**src/rtl/icsr_pkg.sv**
```systemverilog
package icsr_pkg;
  localparam int CSR_AW = 12;

  typedef enum logic [1:0] {LVL_M = 2'd0, LVL_S = 2'd1, LVL_VS = 2'd2} lvl_e;
  typedef enum logic [1:0] {RC_NONE = 2'd0, RC_ILL = 2'd1, RC_VIRT = 2'd2} rc_e;

  localparam logic [1:0] PRV_U = 2'd0;
  localparam logic [1:0] PRV_S = 2'd1;
  localparam logic [1:0] PRV_M = 2'd3;

  localparam logic [1:0] OP_READ  = 2'd0;
  localparam logic [1:0] OP_WRITE = 2'd1;
  localparam logic [1:0] OP_SET   = 2'd2;
  localparam logic [1:0] OP_CLEAR = 2'd3;

  localparam logic [7:0] PAGE_M  = 8'h35;
  localparam logic [7:0] PAGE_S  = 8'h15;
  localparam logic [7:0] PAGE_VS = 8'h25;

  localparam logic [2:0] WIN_SEL  = 3'd0;
  localparam logic [2:0] WIN_NONE = 3'd7;

  typedef struct packed {
    logic       hit;
    lvl_e       lvl;
    logic [2:0] win;
    logic       direct_vs;
  } dec_t;

  // Offset inside a page to window number; offset 4 is a hole.
  function automatic logic [2:0] win_of(input logic [3:0] off);
    case (off)
      4'd0:    win_of = WIN_SEL;
      4'd1:    win_of = 3'd1;
      4'd2:    win_of = 3'd2;
      4'd3:    win_of = 3'd3;
      4'd5:    win_of = 3'd4;
      4'd6:    win_of = 3'd5;
      4'd7:    win_of = 3'd6;
      default: win_of = WIN_NONE;
    endcase
  endfunction
endpackage

```
**src/rtl/icsr_addr_decode.sv**
```systemverilog
module icsr_addr_decode
  import icsr_pkg::*;
(
  input  logic [CSR_AW-1:0] addr,
  input  logic              virt,
  output dec_t              dec
);
  logic [7:0] page;

  always_comb begin
    page = addr[CSR_AW-1:4];
    if (virt && page == PAGE_S) page = PAGE_VS;
    dec           = '0;
    dec.direct_vs = (addr[CSR_AW-1:4] == PAGE_VS);
    dec.win       = win_of(addr[3:0]);
    case (page)
      PAGE_M:  begin dec.hit = 1'b1; dec.lvl = LVL_M;  end
      PAGE_S:  begin dec.hit = 1'b1; dec.lvl = LVL_S;  end
      PAGE_VS: begin dec.hit = 1'b1; dec.lvl = LVL_VS; end
      default: begin dec.hit = 1'b0; dec.lvl = LVL_M;  end
    endcase
    if (dec.win == WIN_NONE) dec.hit = 1'b0;
  end
endmodule

```
**src/rtl/icsr_access_check.sv**
```systemverilog
module icsr_access_check
  import icsr_pkg::*;
(
  input  dec_t       dec,
  input  logic [1:0] priv,
  input  logic       virt,
  input  logic       en_aia,
  input  logic       en_mind,
  input  logic       en_sind,
  input  logic       gate_m,
  input  logic       gate_h,
  output rc_e        code
);
  logic ind_any, ext_ok, upper_win, gm_eff, gh_eff;

  always_comb begin
    ind_any   = en_mind | en_sind;
    upper_win = (dec.win != WIN_SEL) && (dec.win != 3'd1);
    gm_eff    = gate_m & (en_aia | en_mind);
    gh_eff    = gate_h & (en_aia | en_sind);
    if (!upper_win)
      ext_ok = (dec.lvl == LVL_M) ? (en_aia | en_mind) : (en_aia | ind_any);
    else
      ext_ok = (dec.lvl == LVL_M) ? en_mind : ind_any;

    code = RC_NONE;
    if (!dec.hit || !ext_ok) begin
      code = RC_ILL;
    end else if (dec.lvl == LVL_M) begin
      if (priv != PRV_M) code = RC_ILL;
    end else if (dec.direct_vs && virt) begin
      code = RC_VIRT;
    end else if (priv == PRV_U) begin
      code = virt ? RC_VIRT : RC_ILL;
    end
    if (code == RC_NONE && upper_win) begin
      if (priv != PRV_M && !gm_eff) code = RC_ILL;
      else if (virt && !gh_eff)     code = RC_VIRT;
    end
  end
endmodule

```
**src/rtl/icsr_select_bank.sv**
```systemverilog
module icsr_select_bank #(
  parameter int SEL_W = 12,
  parameter int NLVL  = 3,
  localparam int LVL_W = (NLVL > 1) ? $clog2(NLVL) : 1
) (
  input  logic                       clk,
  input  logic                       rst,
  input  logic                       we,
  input  logic [LVL_W-1:0]           wr_lvl,
  input  logic [SEL_W-1:0]           nv,
  input  logic [SEL_W-1:0]           wm,
  output logic [NLVL-1:0][SEL_W-1:0] sel_q
);
  for (genvar g = 0; g < NLVL; g++) begin : g_lvl
    always_ff @(posedge clk) begin
      if (rst)
        sel_q[g] <= '0;
      else if (we && wr_lvl == LVL_W'(g))
        sel_q[g] <= (sel_q[g] & ~wm) | (nv & wm);
    end
  end
endmodule

```
**src/rtl/icsr_window_dec.sv**
```systemverilog
module icsr_window_dec
  import icsr_pkg::*;
#(
  parameter int              XLEN     = 32,
  parameter int              SEL_W    = 12,
  parameter int              NARROW_W = 9,
  parameter logic [SEL_W-1:0] IRQ_LO  = 12'h030,
  parameter logic [SEL_W-1:0] IRQ_HI  = 12'h0FF
) (
  input  logic              clk,
  input  logic              rst,
  input  logic              req_valid,
  input  logic [11:0]       req_addr,
  input  logic [1:0]        req_op,
  input  logic [XLEN-1:0]   req_wdata,
  input  logic [1:0]        req_priv,
  input  logic              req_virt,
  input  logic              en_aia,
  input  logic              en_mind,
  input  logic              en_sind,
  input  logic              gate_m,
  input  logic              gate_h,
  output logic              rsp_valid,
  output logic [1:0]        rsp_code,
  output logic [XLEN-1:0]   rsp_rdata,
  output logic              be_valid,
  output logic [1:0]        be_level,
  output logic [SEL_W-1:0]  be_sel,
  output logic [2:0]        be_win,
  output logic [XLEN-1:0]   be_wdata,
  output logic [XLEN-1:0]   be_wmask,
  input  logic [XLEN-1:0]   be_rdata,
  input  logic              be_nimpl,
  output logic              irq_valid,
  output logic [1:0]        irq_level,
  output logic [SEL_W-1:0]  irq_sel,
  output logic [XLEN-1:0]   irq_wdata,
  output logic [XLEN-1:0]   irq_wmask,
  input  logic [XLEN-1:0]   irq_rdata,
  input  logic              irq_nimpl
);
  localparam int NLVL = 3;
  localparam logic [SEL_W-1:0] MASK_FULL   = '1;
  localparam logic [SEL_W-1:0] MASK_NARROW = SEL_W'((1 << NARROW_W) - 1);

  dec_t                       dec;
  rc_e                        code_acc, code_fin, code_nf;
  logic [NLVL-1:0][SEL_W-1:0] sel_q;
  logic [SEL_W-1:0]           cur_sel, sel_mask;
  logic [XLEN-1:0]            op_nv, op_wm, rdata_fin;
  logic                       is_sel, in_irq, to_irq, to_be, ind_any, sel_we, granted;

  icsr_addr_decode u_dec (
    .addr (req_addr),
    .virt (req_virt),
    .dec  (dec)
  );

  icsr_access_check u_chk_acc (
    .dec     (dec),
    .priv    (req_priv),
    .virt    (req_virt),
    .en_aia  (en_aia),
    .en_mind (en_mind),
    .en_sind (en_sind),
    .gate_m  (gate_m),
    .gate_h  (gate_h),
    .code    (code_acc)
  );

  // Operation to (new value, write mask) pair
  always_comb begin
    case (req_op)
      OP_WRITE: begin op_nv = req_wdata; op_wm = '1;        end
      OP_SET:   begin op_nv = '1;        op_wm = req_wdata; end
      OP_CLEAR: begin op_nv = '0;        op_wm = req_wdata; end
      default:  begin op_nv = req_wdata; op_wm = '0;        end
    endcase
  end

  always_comb begin
    case (dec.lvl)
      LVL_S:   cur_sel = sel_q[1];
      LVL_VS:  cur_sel = sel_q[2];
      default: cur_sel = sel_q[0];
    endcase
  end

  assign ind_any  = en_mind | en_sind;
  assign sel_mask = ind_any ? MASK_FULL : MASK_NARROW;
  assign is_sel   = (dec.win == WIN_SEL);
  assign in_irq   = (cur_sel >= IRQ_LO) && (cur_sel <= IRQ_HI);
  assign to_irq   = !is_sel && (dec.win == 3'd1) && in_irq && en_aia;
  assign to_be    = !is_sel && !to_irq && ind_any;
  assign granted  = req_valid && (code_acc == RC_NONE);
  assign code_nf  = (dec.lvl == LVL_VS && req_virt) ? RC_VIRT : RC_ILL;

  always_comb begin
    if (code_acc != RC_NONE) code_fin = code_acc;
    else if (is_sel)         code_fin = RC_NONE;
    else if (to_irq)         code_fin = irq_nimpl ? code_nf : RC_NONE;
    else if (to_be)          code_fin = be_nimpl ? code_nf : RC_NONE;
    else                     code_fin = RC_ILL;
  end

  always_comb begin
    if (code_fin != RC_NONE) rdata_fin = '0;
    else if (is_sel)         rdata_fin = XLEN'(cur_sel);
    else if (to_irq)         rdata_fin = irq_rdata;
    else                     rdata_fin = be_rdata;
  end

  assign sel_we = granted && is_sel && (req_op != OP_READ);

  icsr_select_bank #(.SEL_W(SEL_W), .NLVL(NLVL)) u_bank (
    .clk    (clk),
    .rst    (rst),
    .we     (sel_we),
    .wr_lvl (dec.lvl),
    .nv     (op_nv[SEL_W-1:0]),
    .wm     (op_wm[SEL_W-1:0] & sel_mask),
    .sel_q  (sel_q)
  );

  assign be_valid  = granted && to_be;
  assign be_level  = dec.lvl;
  assign be_sel    = cur_sel;
  assign be_win    = dec.win;
  assign be_wdata  = op_nv;
  assign be_wmask  = op_wm;
  assign irq_valid = granted && to_irq;
  assign irq_level = dec.lvl;
  assign irq_sel   = cur_sel;
  assign irq_wdata = op_nv;
  assign irq_wmask = op_wm;

  always_ff @(posedge clk) begin
    if (rst) begin
      rsp_valid <= 1'b0;
      rsp_code  <= RC_NONE;
      rsp_rdata <= '0;
    end else begin
      rsp_valid <= req_valid;
      rsp_code  <= req_valid ? code_fin : RC_NONE;
      rsp_rdata <= req_valid ? rdata_fin : '0;
    end
  end
endmodule

```
**config.mk**
```make
export PLATFORM = sky130hd
export DESIGN_NAME = icsr_window_dec
export DESIGN_NICKNAME = d
export VERILOG_FILES = /design/src/rtl/icsr_pkg.sv /design/src/rtl/icsr_addr_decode.sv /design/src/rtl/icsr_access_check.sv /design/src/rtl/icsr_select_bank.sv /design/src/rtl/icsr_window_dec.sv
export SDC_FILE = /design/constraint.sdc
export NUM_CORES = 1
export LEC_CHECK = 0
export ABC_AREA = 1
export BUFFER_PORTS_ARGS = -buffer_cell sky130_fd_sc_hd__buf_4
export CORE_AREA = 5 5 122 124
export DETAILED_ROUTE_END_ITERATION = 7
export DIE_AREA = 0 0 127 129
export HOLD_SLACK_MARGIN = 0.12
export PLACE_DENSITY_LB_ADDON = 0.2
export SLEW_MARGIN = 20
export SYNTH_ARGS = -nofsm -noshare
export SYNTH_HDL_FRONTEND = slang
export SYNTH_SLANG_ARGS = --single-unit
```
**constraint.sdc**
```tcl
create_clock -name clk -period 4 [get_ports clk]
set_clock_uncertainty 0.2 [all_clocks]
set_input_delay 0.4 -clock clk [delete_from_list [all_inputs] [get_ports clk]]
set_output_delay 0.4 -clock clk [all_outputs]
set_load 0.005 [all_outputs]
```
* After elaboration in Yosys (flattened, before gate mapping)
Cells that the tools add are included.
** Storage, ports and cells
- Logic and storage cells :: 116
- Register bits after elaboration :: 71
- Output and inout bits :: 196
- Input bits :: 123
** Cells by class
- Reduce and logical (&&, ||, !) cells :: 42
- Multiplexer cells :: 29
- Bitwise logic cells :: 16
- Eq/ne operators :: 20
- Order comparisons :: 2
** Operator list (number)
- 32-bit one-hot mux with 2 select lines :: 2
- 12-bit bitwise AND :: 5
- 12-bit bitwise OR :: 3
- 32-bit 2-to-1 mux :: 1
- 2-bit 2-to-1 mux :: 15
- 8-bit by 6-bit equality test with 1-bit output (second input constant) :: 3
- 12-bit 2-to-1 mux :: 2
- 12-bit one-hot mux with 2 select lines :: 1
- 1-bit logical AND :: 21
- 3-bit one-hot mux with 7 select lines :: 1
- 8-bit by 5-bit equality test with 1-bit output (second input constant) :: 2
- 4-bit by 3-bit equality test with 1-bit output (second input constant) :: 3
- 12-bit by 6-bit greater-or-equal comparator with 1-bit output (second input constant) :: 1
- 12-bit by 8-bit <= comparator with 1-bit output (second input constant) :: 1
- 12-bit NOT :: 1
- 3-bit one-hot mux with 3 select lines :: 1
- 4-bit by 2-bit equality test with 1-bit output (second input constant) :: 2
- 2-bit zero test :: 4
- 8-bit 2-to-1 mux :: 1
- 2-bit equality test (second input constant) :: 3
- 1-bit zero test :: 6
- 2-bit nonzero test :: 3
- 1-bit 2-to-1 mux :: 5
- 2-bit by 1-bit equality test with 1-bit output (second input constant) :: 2
- 15 further kinds :: 20

* Logic depth before layout (Yosys ltp)
Gate-level depths: netlist of the first run.
- Word-level depth :: 20
- Depth in mapped cells :: 25
- Depth with buffers taken out :: 23

* Hierarchy
A second synthesis of the first run with hierarchy kept.
** Second synthesis, totals
- Cells, all modules :: 861
- Area, all modules :: 5534.1 µm²
** By module, submodules not included
- icsr_window_dec :: cells an instance 475, seq. area each 700.7 µm², area each 3233.1 µm², instances 1
- icsr_select_bank :: cells an instance 326, seq. area each 720.7 µm², area each 2014.4 µm², instances 1
- icsr_access_check :: cells an instance 31, seq. area each 0.0 µm², area each 151.4 µm², instances 1
- icsr_addr_decode :: cells an instance 29, seq. area each 0.0 µm², area each 135.1 µm², instances 1

* Worst setup path after synthesis of the first run
No wires, ideal clock.
- Path type :: input port to output port
- From :: in req_addr[5]
- To :: out be_valid
- Arrival :: 2674 ps
- Path buffers :: 3
- Data required time :: 3400 ps
- Stages :: 19
- Path slack :: 726 ps
- Path through :: nor3_2 > inv_1 > nor4_1 > nand2_1 > nand2_1 > nand3_1 > inv_1 > ha_1 > buf_6 > inv_6 > buf_6 > nand3_2 > nand2_2 > nand3_2 > nor2_4 > nand2_4 > inv_4 > clkbuf_1 > nor3_1
** Between the ends
- Cells in the longest elaborated chain, start to end :: 17
- Elaborated cells between the ends (all ways) :: 39
- Those cells by class :: order compare (2); eq/ne (7); mux (13); reduce/logical (17)
** RTL lines
- from (decl) :: RTL line icsr_window_dec.sv:13 : input logic [11:0] req_addr,
- branches (longest 16 deep; another with 12-bit by 6-bit greater-or-equal comparator with 1-bit output)
- 1-bit logical AND * :: RTL line icsr_window_dec.sv:125 : assign be_valid = granted && to_be;
- to (decl) :: RTL line icsr_window_dec.sv:26 : output logic be_valid,
Mark *: on every way between the ends.

* Worst setup path after layout of the first run
Same ends and word-level chain as after synthesis.

==> results of run 1 <==
[logic make-up (layout without fill, tap and decap cells)]
logic type	Yosys count	count (layout)	share of synthesized area
AND/OR/NAND/NOR	451	451	0.3996
buffers and inverters	238	469	0.2390
adder cells (fa/ha/maj)	3	3	0.007045
flip-flops	71	71	0.2667
AO/OA/AOI/OAI	88	88	0.08758
[cell type report]
class / instances / area [um^2]
repair buffers: 331 / 2510
clock inverters: 5 / 58.81
well taps: 180 / 225.2
flip-flops and latches: 71 / 1421
fillers: 1378 / 6118
inverters: 122 / 465.4
clock buffers: 11 / 232.7
multi-input cells: 542 / 2634
[stage by stage]
stage	cell area (um^2)	setup WS, ns	power (uW)	hold slack, ns	instances
after floorplan	5329	0.7260	933.5	0.2890	851
after global placement	7256	0.2901	1159	0.3010	1246
after detailed placement	7256	0.2255	1159	0.3035	1246
after CTS	7547	0.2831	1951	0.1895	1262
after global routing	7547	0.07346	2015	0.2223	1262
final	7547	0.3667	1929	0.2009	1262
[worst min path at each step]
stage / start / to / slack, ns / cells past startpoint
floorplan: flip-flop / flip-flop / 0.29 / 4
detailed placement: flip-flop / flip-flop / 0.30 / 4
CTS: req_valid / rsp_code[1]$_SDFF_PP0_ / 0.19 / 3
global route: be_rdata[18] / rsp_rdata[18]$_SDFF_PP0_ / 0.22 / 5
global placement: flip-flop / flip-flop / 0.30 / 4
finish: irq_rdata[24] / rsp_rdata[24]$_SDFF_PP0_ / 0.20 / 5
[synth_stat cells]
library cell	number	area, um^2
nand2_2	4	25.02
nor2_1	108	405.4
o21ai_1	2	10.01
clkbuf_1	20	75.07
inv_1	116	435.4
inv_2	4	15.01
o211ai_1	1	7.510
dfxtp_1	71	1421
o21a_1	1	7.510
or2_2	1	6.260
ha_1	3	37.54
nand2_1	230	863.3
o21ai_0	69	345.3
nand4_1	36	225.2
nand2_4	3	33.78
nor4_1	1	6.260
nand3_4	1	17.52
a21oi_1	5	25.02
nor2_4	24	270.3
nand3_2	5	50.05
and2_1	9	56.30
buf_12	2	40.04
inv_4	1	6.260
buf_4	83	623.1
buf_1	3	11.26
buf_6	3	33.78
nor2_8	1	20.02
nand3_1	17	85.08
o22ai_1	4	25.02
o21ai_2	1	8.760
inv_6	1	8.760
o31ai_1	5	37.54
nor3_1	9	45.04
buf_2	5	25.02
nor3_2	2	20.02
[worst min-delay path, stage by stage]
cell     delay (ns)
buf_4          0.08
nand2_1        0.04
nand2_1        0.05
inv_1          0.05
nor2_4         0.08
[where the power goes]
part | internal [uW] | switching [uW] | leakage (uW) | total, uW
clock network | 483 | 305 | 0.000136 | 788
registers | 708 | 0.335 | 0.000572 | 709
logic | 231 | 202 | 0.00347 | 433
total | 1420 | 507 | 0.00417 | 1930
[per-layer routing]
| layer | wire length [um] | GRT usage | share of wire |
|---|---|---|---|
| met1 | 7573 | 0.2654 | 0.41 |
| met2 | 9097 | 0.3833 | 0.49 |
| met3 | 1607 | 0.04815 | 0.087 |
| met4 | 274 | 0.06120 | 0.015 |
| met5 | 0 | 0 | 0 |
==> flow_summary.ini, run 1 <==
[yosys]
postSynthAreaPerCell_um2 = 6.262
ys.warnings.count = 0
syn-instance-count = 851
yosysSeqAreaShare = 0.2667
synth_cell_types = 35
ys_seq_elements = 71
syn_nets = 977
syn_area_um2 = 5329

[sta]
rsz0062_at_grt = no
worstMarginPinSlew_ns = 0.8331
final-hold-violation-count = 0
report.final.slew_viol_count = 0
period_share = 0.9083
setup_viol_count_final = 0
final.min_clock_period_ns = 3.633
finalSetupTns_ns = 0
fmax_mhz = 275.2
slew_headroom = 0.4388

[setup_path]
end_kind = output port
cp-startpoint = req_addr[5]
cp_cell_sequence = buf_4, nor3_2, inv_1, nor4_1, nand2_1, nand2_1, nand3_1, ha_1, nand2_1, nand2_1, nand2_1, nand2_1, nor2_1, nand2_1, nand2_4, inv_4, nor3_1, buf_4
start_kind = input port
crit_required_ns = 3.40
crit_end = be_valid
cp_common_cell = nand2_1
reg2regPathDepth = 13
cp_top_family = simple AND/OR/NAND/NOR gates
rr_endpoint = rsp_rdata[2]$_SDFF_PP0_
crit_cells = 18
crit_arrival_ns = 3.03
cpMaxStageDelayCell = ha_1
r2r_slack_ns = 1.85
critical_path_buf_inv_count = 4
crit_type = in -> out
path_max_fanout = 15
slowest_delay_ns = 0.42

[floorplan]
rows = 43
core-area_um2 = 13670
fp.dieW_um = 127
die_h_um = 129
die_area_um2 = 16380
start_util = 0.3899
pin_count = 319

[cells_and_area]
area_delta_synth_final_pct = 41.63
nets = 1203
mostFrequentLayoutCells = 329 x buf_4, 230 x nand2_1, 116 x inv_1, 108 x nor2_1, 71 x dfxtp_1
layout-drive-gt1-share = 0.3632
fin_util = 0.5523
antenna_cells = 0
final_common_cell = buf_4

[placement]
dp_hpwl_um = 14850
numPortBuffers = 318
place_congestion = 0.8296

[power_and_ir_drop]
peakVddDrop_mv = 0.2220
leakagePower_uw = 0.004175
p_per_area_nw_per_um2 = 255.6

[clocking]
root_buffer = clkbuf_16
htree_levels = 3
clkLatencyLatePin_ns = 0.34
cts_tree = yes
cts_buffer_depth = 2
path_clk_slew_ns = 0.05
cts_resized = 0
clock-sinks = 71
cts_made_buffers = 9
ctsHoldBuffers = 0
cts_setup_buffers = 0

[job]
drv_cap = 0

[global_routing]
grt_max_degree = 37
grt-ovfl-total = 0
grt_pass1_vias = 5627
grt_pass1_wl_um = 28680
grt_use_total = 0.2168
antenna_found_initial = 0

[routing]
postRouteAntennaNets = 0
drc = 0
first_iter_violations = 333
drtPass1Iterations = 5
viasPerCell = 4.666
num_vias = 5888
drt-total-wl_um = 18550
wl_per_cell_um = 14.70

[hold_path]
hp-class = in -> reg

[status]
outcome = finished, final reports clean
No activity file was read; power rests on OpenSTA's default activity.
==> run 2, diff against run 1 <==
- CELL_PAD_IN_SITES_DETAIL_PLACEMENT: not set -> 0
- CELL_PAD_IN_SITES_GLOBAL_PLACEMENT: not set -> 1
- CORE_AREA: 5 5 122 124 -> not set
- CORE_ASPECT_RATIO: not set -> 1.75
- CORE_MARGIN: not set -> 5
- CORE_UTILIZATION: not set -> 29
- DIE_AREA: 0 0 127 129 -> not set
==> run 2 against run 1 <==
Clock-buffer cell count down 2; final cell count is 4.5% higher; total power about the same; sequential share of layout area shrank 0.19 points; largest cell class unchanged; sequential power is essentially flat; register-to-register slack lost 0.11 ns; hold slack got worse by 0.0063 ns; first-iteration DRC count fell by 6.9%; die area increased by 30%; fmax rose by 2.1%.
==> flow_summary.ini, run 2 (same netlist as run 1, synthesis figures left out) <==
[routing]
wl_per_cell_um = 15.31
drc = 0
first_iter_violations = 310
postRouteAntennaNets = 0
num_vias = 5890
drt-total-wl_um = 20200
viasPerCell = 4.466
drtPass1Iterations = 4

[placement]
dp_hpwl_um = 16410
dp_slack_ns = 0.2018
placed_cell_area_um2 = 7333
place_congestion = 0.8025
numPortBuffers = 318
dp.cells = 1303

[clocking]
cts_tree = yes
htree_levels = 3
clock-sinks = 71
root_buffer = clkbuf_16
path_clk_slew_ns = 0.07
ctsHoldBuffers = 0
cts_made_buffers = 9
clkLatencyLatePin_ns = 0.33
cts_resized = 0
cts_setup_buffers = 0
cts_buffer_depth = 2

[sta]
worstMarginPinSlew_ns = 0.9049
finalSetupTns_ns = 0
rsz0062_at_grt = no
report.final.slew_viol_count = 0
final.min_clock_period_ns = 3.560
final-hold-violation-count = 0
setup_viol_count_final = 0
fin_ws_ns = 0.4401
slew_headroom = 0.3903
holdWs_ns = 0.1946
fmax_mhz = 280.9
period_share = 0.8900

[hold_path]
min_path_cells = 5
hp-class = in -> reg

[setup_path]
crit_cells = 18
crit_required_ns = 3.40
critical_path_buf_inv_count = 4
cpMaxStageDelayCell = ha_1
crit_type = in -> out
crit_arrival_ns = 2.96
path_max_fanout = 19
slowest_delay_ns = 0.40
reg2regPathDepth = 15
start_kind = input port
cp_common_cell = nand2_1
end_kind = output port
cp_cell_sequence = buf_4, nor3_2, inv_1, nor4_1, nand2_1, nand2_1, nand3_1, ha_1, nand2_1, nand2_1, nand2_1, o21ai_1, nand2_1, nand2_1, nand2_4, inv_4, nor3_1, buf_4
cp_top_family = simple AND/OR/NAND/NOR gates

[cells_and_area]
antenna_cells = 0
fin_area_um2 = 7622
area_delta_synth_final_pct = 43.04
layout-drive-gt1-share = 0.3668
mostFrequentLayoutCells = 333 x buf_4, 230 x nand2_1, 116 x inv_1, 108 x nor2_1, 71 x dfxtp_1
final_common_cell = buf_4
nets = 1206
finalNonFillerCells = 1319

[global_routing]
grt_pass1_vias = 6012
met2_usage = 0.3581
grt_max_degree = 38
grt-ovfl-total = 0
grt_pass1_wl_um = 31220
met1_usage = 0.1939
grt_use_total = 0.1835
top_usage_layer = met2
antenna_found_initial = 0
use_met3 = 0.03997

[floorplan]
core-area_um2 = 18050
die_h_um = 189.3
pin_count = 319
rows = 65
die_area_um2 = 21290
fp.dieW_um = 112.5
start_util = 0.2951

[power_and_ir_drop]
leakagePower_uw = 0.004188
peakVddDrop_mv = 0.1563
p_per_area_nw_per_um2 = 253.1

[status]
outcome = finished, final reports clean

[job]
drv_cap = 0
-- run 2: routing by layer --
| layer | part of all wire | vias to the layer above | wire, um |
|---|---|---|---|
| met5 | 0 | - | 0 |
| met4 | 0.017 | 0 | 343 |
| met1 | 0.36 | 2607 | 7298 |
| li1 | - | 2999 | - |
| met3 | 0.077 | 16 | 1560 |
| met2 | 0.54 | 268 | 11000 |
-- run 2: path summary, 6_finish.rpt --
kind / from / slack [ns] / endpoint
setup / recovery: req_addr[5] / 0.44 / be_valid
hold / removal: irq_rdata[15] / 0.19 / rsp_rdata[15]$_SDFF_PP0_
setup reg to reg: flip-flop / 1.74 / rsp_rdata[26]$_SDFF_PP0_
hold reg to reg: flip-flop / 0.32 / flip-flop
-- run 2: where the power goes --
group | switching [uW] | leakage, uW | total (uW) | internal [uW]
registers | 0.327 | 0.000572 | 708 | 708
clock network | 350 | 0.000136 | 783 | 433
logic | 207 | 0.00348 | 438 | 231
total | 557 | 0.00419 | 1930 | 1370
-- run 2: worst register-to-register path, cell delays in order (launching register included) --
cell,delay (ns)
dfxtp_1,0.34
nand2_1,0.07
nand2_1,0.08
nand2_1,0.04
o21ai_1,0.16
nand2_1,0.09
nand2_1,0.13
nand2_4,0.09
inv_4,0.19
nand2_2,0.08
nand3_2,0.10
nand2_4,0.11
nor2_8,0.15
nand2_4,0.06
buf_12,0.21
nor2_4,0.10
-- run 2: area by class of cell --
cell class	instances	area, um^2
tap	234	292.8
inverter	122	465.4
clock buffer	9	225.2
sequential	71	1421
multi-input combinational	542	2634
timing repair buffer	334	2520
clock inverter	7	63.81
fill	2045	10430
-- run 2: through the flow --
stage / util / power (uW)
6_report: 0.4222 / 1929
5_1_grt: 0.4222 / 2025
4_1_cts: 0.4222 / 1964
3_5_place_dp: 0.4062 / 1169
3_3_place_gp: 0.4062 / 1171
2_1_floorplan: - / 933.5
==> run 3, diff against run 2 <==
- ABC_AREA: 1 -> not set
- CORE_UTILIZATION: 29 -> 28
==> run 3 against run 2 <==
Critical path depth fell by 6; clock power increased by 11%; highest routed layer unchanged; die area decreased by 5.2%; global-route usage rose by 0.23 points; register-to-register slack got worse by 0.29 ns; largest power group unchanged; total power up 5.6%; critical path type unchanged; sequential share of layout area increased by 0.17 points.
==> flow_summary.ini, run 3 <==
[clocking]
htree_levels = 3
clkLatencyLatePin_ns = 0.33
root_buffer = clkbuf_16
cts_buffer_depth = 2
cts_tree = yes
path_clk_slew_ns = 0.06
clock-sinks = 71
cts_made_buffers = 9

[power_and_ir_drop]
swShare = 0.2609
combinationalPowerShare = 0.225
p_int_uw = 1506
clkPwrFrac = 0.427
peakVddDrop_mv = 0.1843
net-switching-power_uw = 531.8
p_per_area_nw_per_um2 = 269.9
seq_power_share = 0.348
leakagePower_uw = 0.003715

[floorplan]
pin_count = 319
fp.dieW_um = 109.6
rows = 63
die_area_um2 = 20180
die_h_um = 184.2
core-area_um2 = 17030
start_util = 0.2852

[yosys]
ys.warnings.count = 0
yosysSeqAreaShare = 0.2927
synth_edf_count = 0
postSynthAreaPerCell_um2 = 7.226
yosysTopAreaCellShare = 0.2927
synth.most_common_cell = nand2_1
async_reset_ff_frac = 0
yosys-top-cells-count = 135 x nand2_1, 81 x buf_4, 71 x dfxtp_1
syn_nets = 798
syn_area_um2 = 4856
synth_cell_types = 52
yosys.area.top_type = dfxtp_1
synthTopCellsByArea = dfxtp_1 29%, buf_4 13%, nand2_1 10%, o21ai_0 6.2%, a21oi_1 4.2%
syn-instance-count = 672
ys_seq_elements = 71
synth_ff_type = dfxtp_1

[cells_and_area]
area_delta_synth_final_pct = 55.53
multi_input_area_um2 = 2526
antenna_cells = 0
final_common_cell = buf_4
mostFrequentLayoutCells = 345 x buf_4, 135 x nand2_1, 71 x dfxtp_1, 60 x o21ai_0, 40 x a21oi_1
layout-drive-gt1-share = 0.4332
fillers = 1769
nets = 1056
seqCellArea_um2 = 1421

[sta]
report.final.slew_viol_count = 0
holdWs_ns = 0.1287
finalSetupTns_ns = 0
final-hold-violation-count = 0
slew_headroom = 0.5603
final.min_clock_period_ns = 3.831
setup_viol_count_final = 0
period_share = 0.9577
worstMarginPinSlew_ns = 0.6527
fmax_mhz = 261.1

[setup_path]
cp-startpoint = req_addr[7]
path_max_fanout = 13
end_kind = output port
r2r_slack_ns = 1.45
start_kind = input port
crit_type = in -> out
crit_arrival_ns = 3.23
crit_required_ns = 3.40

[global_routing]
grt-ovfl-total = 0
met1_usage = 0.1941
grt_pass1_vias = 5639
grt_pass1_wl_um = 29450
use_met3 = 0.03961
top_usage_layer = met2
grt_use_total = 0.1857
met2_usage = 0.3643
grt_max_degree = 38
antenna_found_initial = 0

[hold_path]
hp-class = in -> reg
hp-start = irq_rdata[18]

[routing]
drt-total-wl_um = 19530
first_iter_violations = 325
postRouteAntennaNets = 0
num_vias = 5389
viasPerCell = 4.638
drtPass1Iterations = 4
wl_per_cell_um = 16.81
drc = 0

[job]
drv_cap = 0

[placement]
place_congestion = 0.8010
dp_hpwl_um = 15660
numPortBuffers = 318

[status]
outcome = finished, final reports clean
==> run 3: cell count changes after synthesis, moves of 9 or more <==
cell / delta
a211oi_2: +11
mux2i_1: +17
clkbuf_1: +11
nor2b_1: +15
nand4_1: -29
a22oi_1: +10
a21oi_2: +20
nor2_4: -24
o21ai_0: -9
nor2_1: -72
inv_1: -79
a21oi_1: +36
nand2_1: -95
==> run 3: cell families after synthesis <==
logic type / count (synthesis) / share of synthesized area
mux: 17 / 0.03504
flops: 71 / 0.2927
simple gates: 247 / 0.2293
compound gates: 170 / 0.2316
fa+ha+maj: 3 / 0.007731
xor+xnor: 5 / 0.009020
buf+inv: 159 / 0.1945
==> run 3: per-layer routing <==
layer	routed length, um	vias to the layer above
li1	-	2700
met1	6953	2412
met2	10570	263
met3	1754	14
met4	253	0
met5	0	-
==> run 3: final timing paths <==
| path | cells after the start | endpoint |
|---|---|---|
| max reg2reg | 7 | rsp_rdata[29]$_SDFF_PP0_ |
| max | 12 | be_valid |
| min | 3 | rsp_rdata[18]$_SDFF_PP0_ |
| min reg2reg | 2 | flip-flop |
==> run 3: timing repair <==
| action | 4_1_cts | 5_1_grt |
|---|---|---|
| hold endpoints to repair | 15 | 0 |
| setup endpoints to repair | 0 | 2 |
| resized for setup | 0 | 7 |
| setup buffers | 0 | 3 |
| hold buffers | 21 | 0 |
==> run 3: critical path: stages <==
cell and delay, ns:
buf_4 0.11, and4bb_1 0.31, nand2_1 0.13, or4_4 0.49, ha_4 0.24, a221oi_2 0.34
o2111ai_2 0.18, nor4_4 0.43, and2_4 0.23, buf_4 0.16, nor4_1 0.06, buf_4 0.17
==> run 3: area by class of cell <==
cell class                      instances  share of cell area
Clock buffer                            9             0.02982
Clock inverter                          7             0.01276
Inverter                               37             0.01839
Multi-Input combinational cell        442              0.3345
Sequential cell                        71              0.1882
Tap cell                              227             0.03761
Timing Repair Buffer                  369              0.3787
==> run 3: power by group through the flow <==
stage,sequential [uW],clock (uW),combinational [uW]
floorplan,724,0,202
global placement,724,0,449
detailed placement,724,0,446
CTS,708,887,465
global route,708,912,506
finish,708,870,459
==> run 3: through the flow <==
step / util / power [uW] / setup slack (ns) / cells / instance area [um^2]
6_report: 0.4436 / 2038 / 0.1693 / 1162 / 7552
5_1_grt: 0.4436 / 2127 / -0.01632 / 1162 / 7552
2_1_floorplan: - / 926.5 / 0.3417 / 672 / 4856
3_3_place_gp: 0.4089 / 1174 / 0.06530 / 1122 / 6962
4_1_cts: 0.4401 / 2061 / 0.009313 / 1159 / 7493
3_5_place_dp: 0.4089 / 1170 / -0.02271 / 1122 / 6962
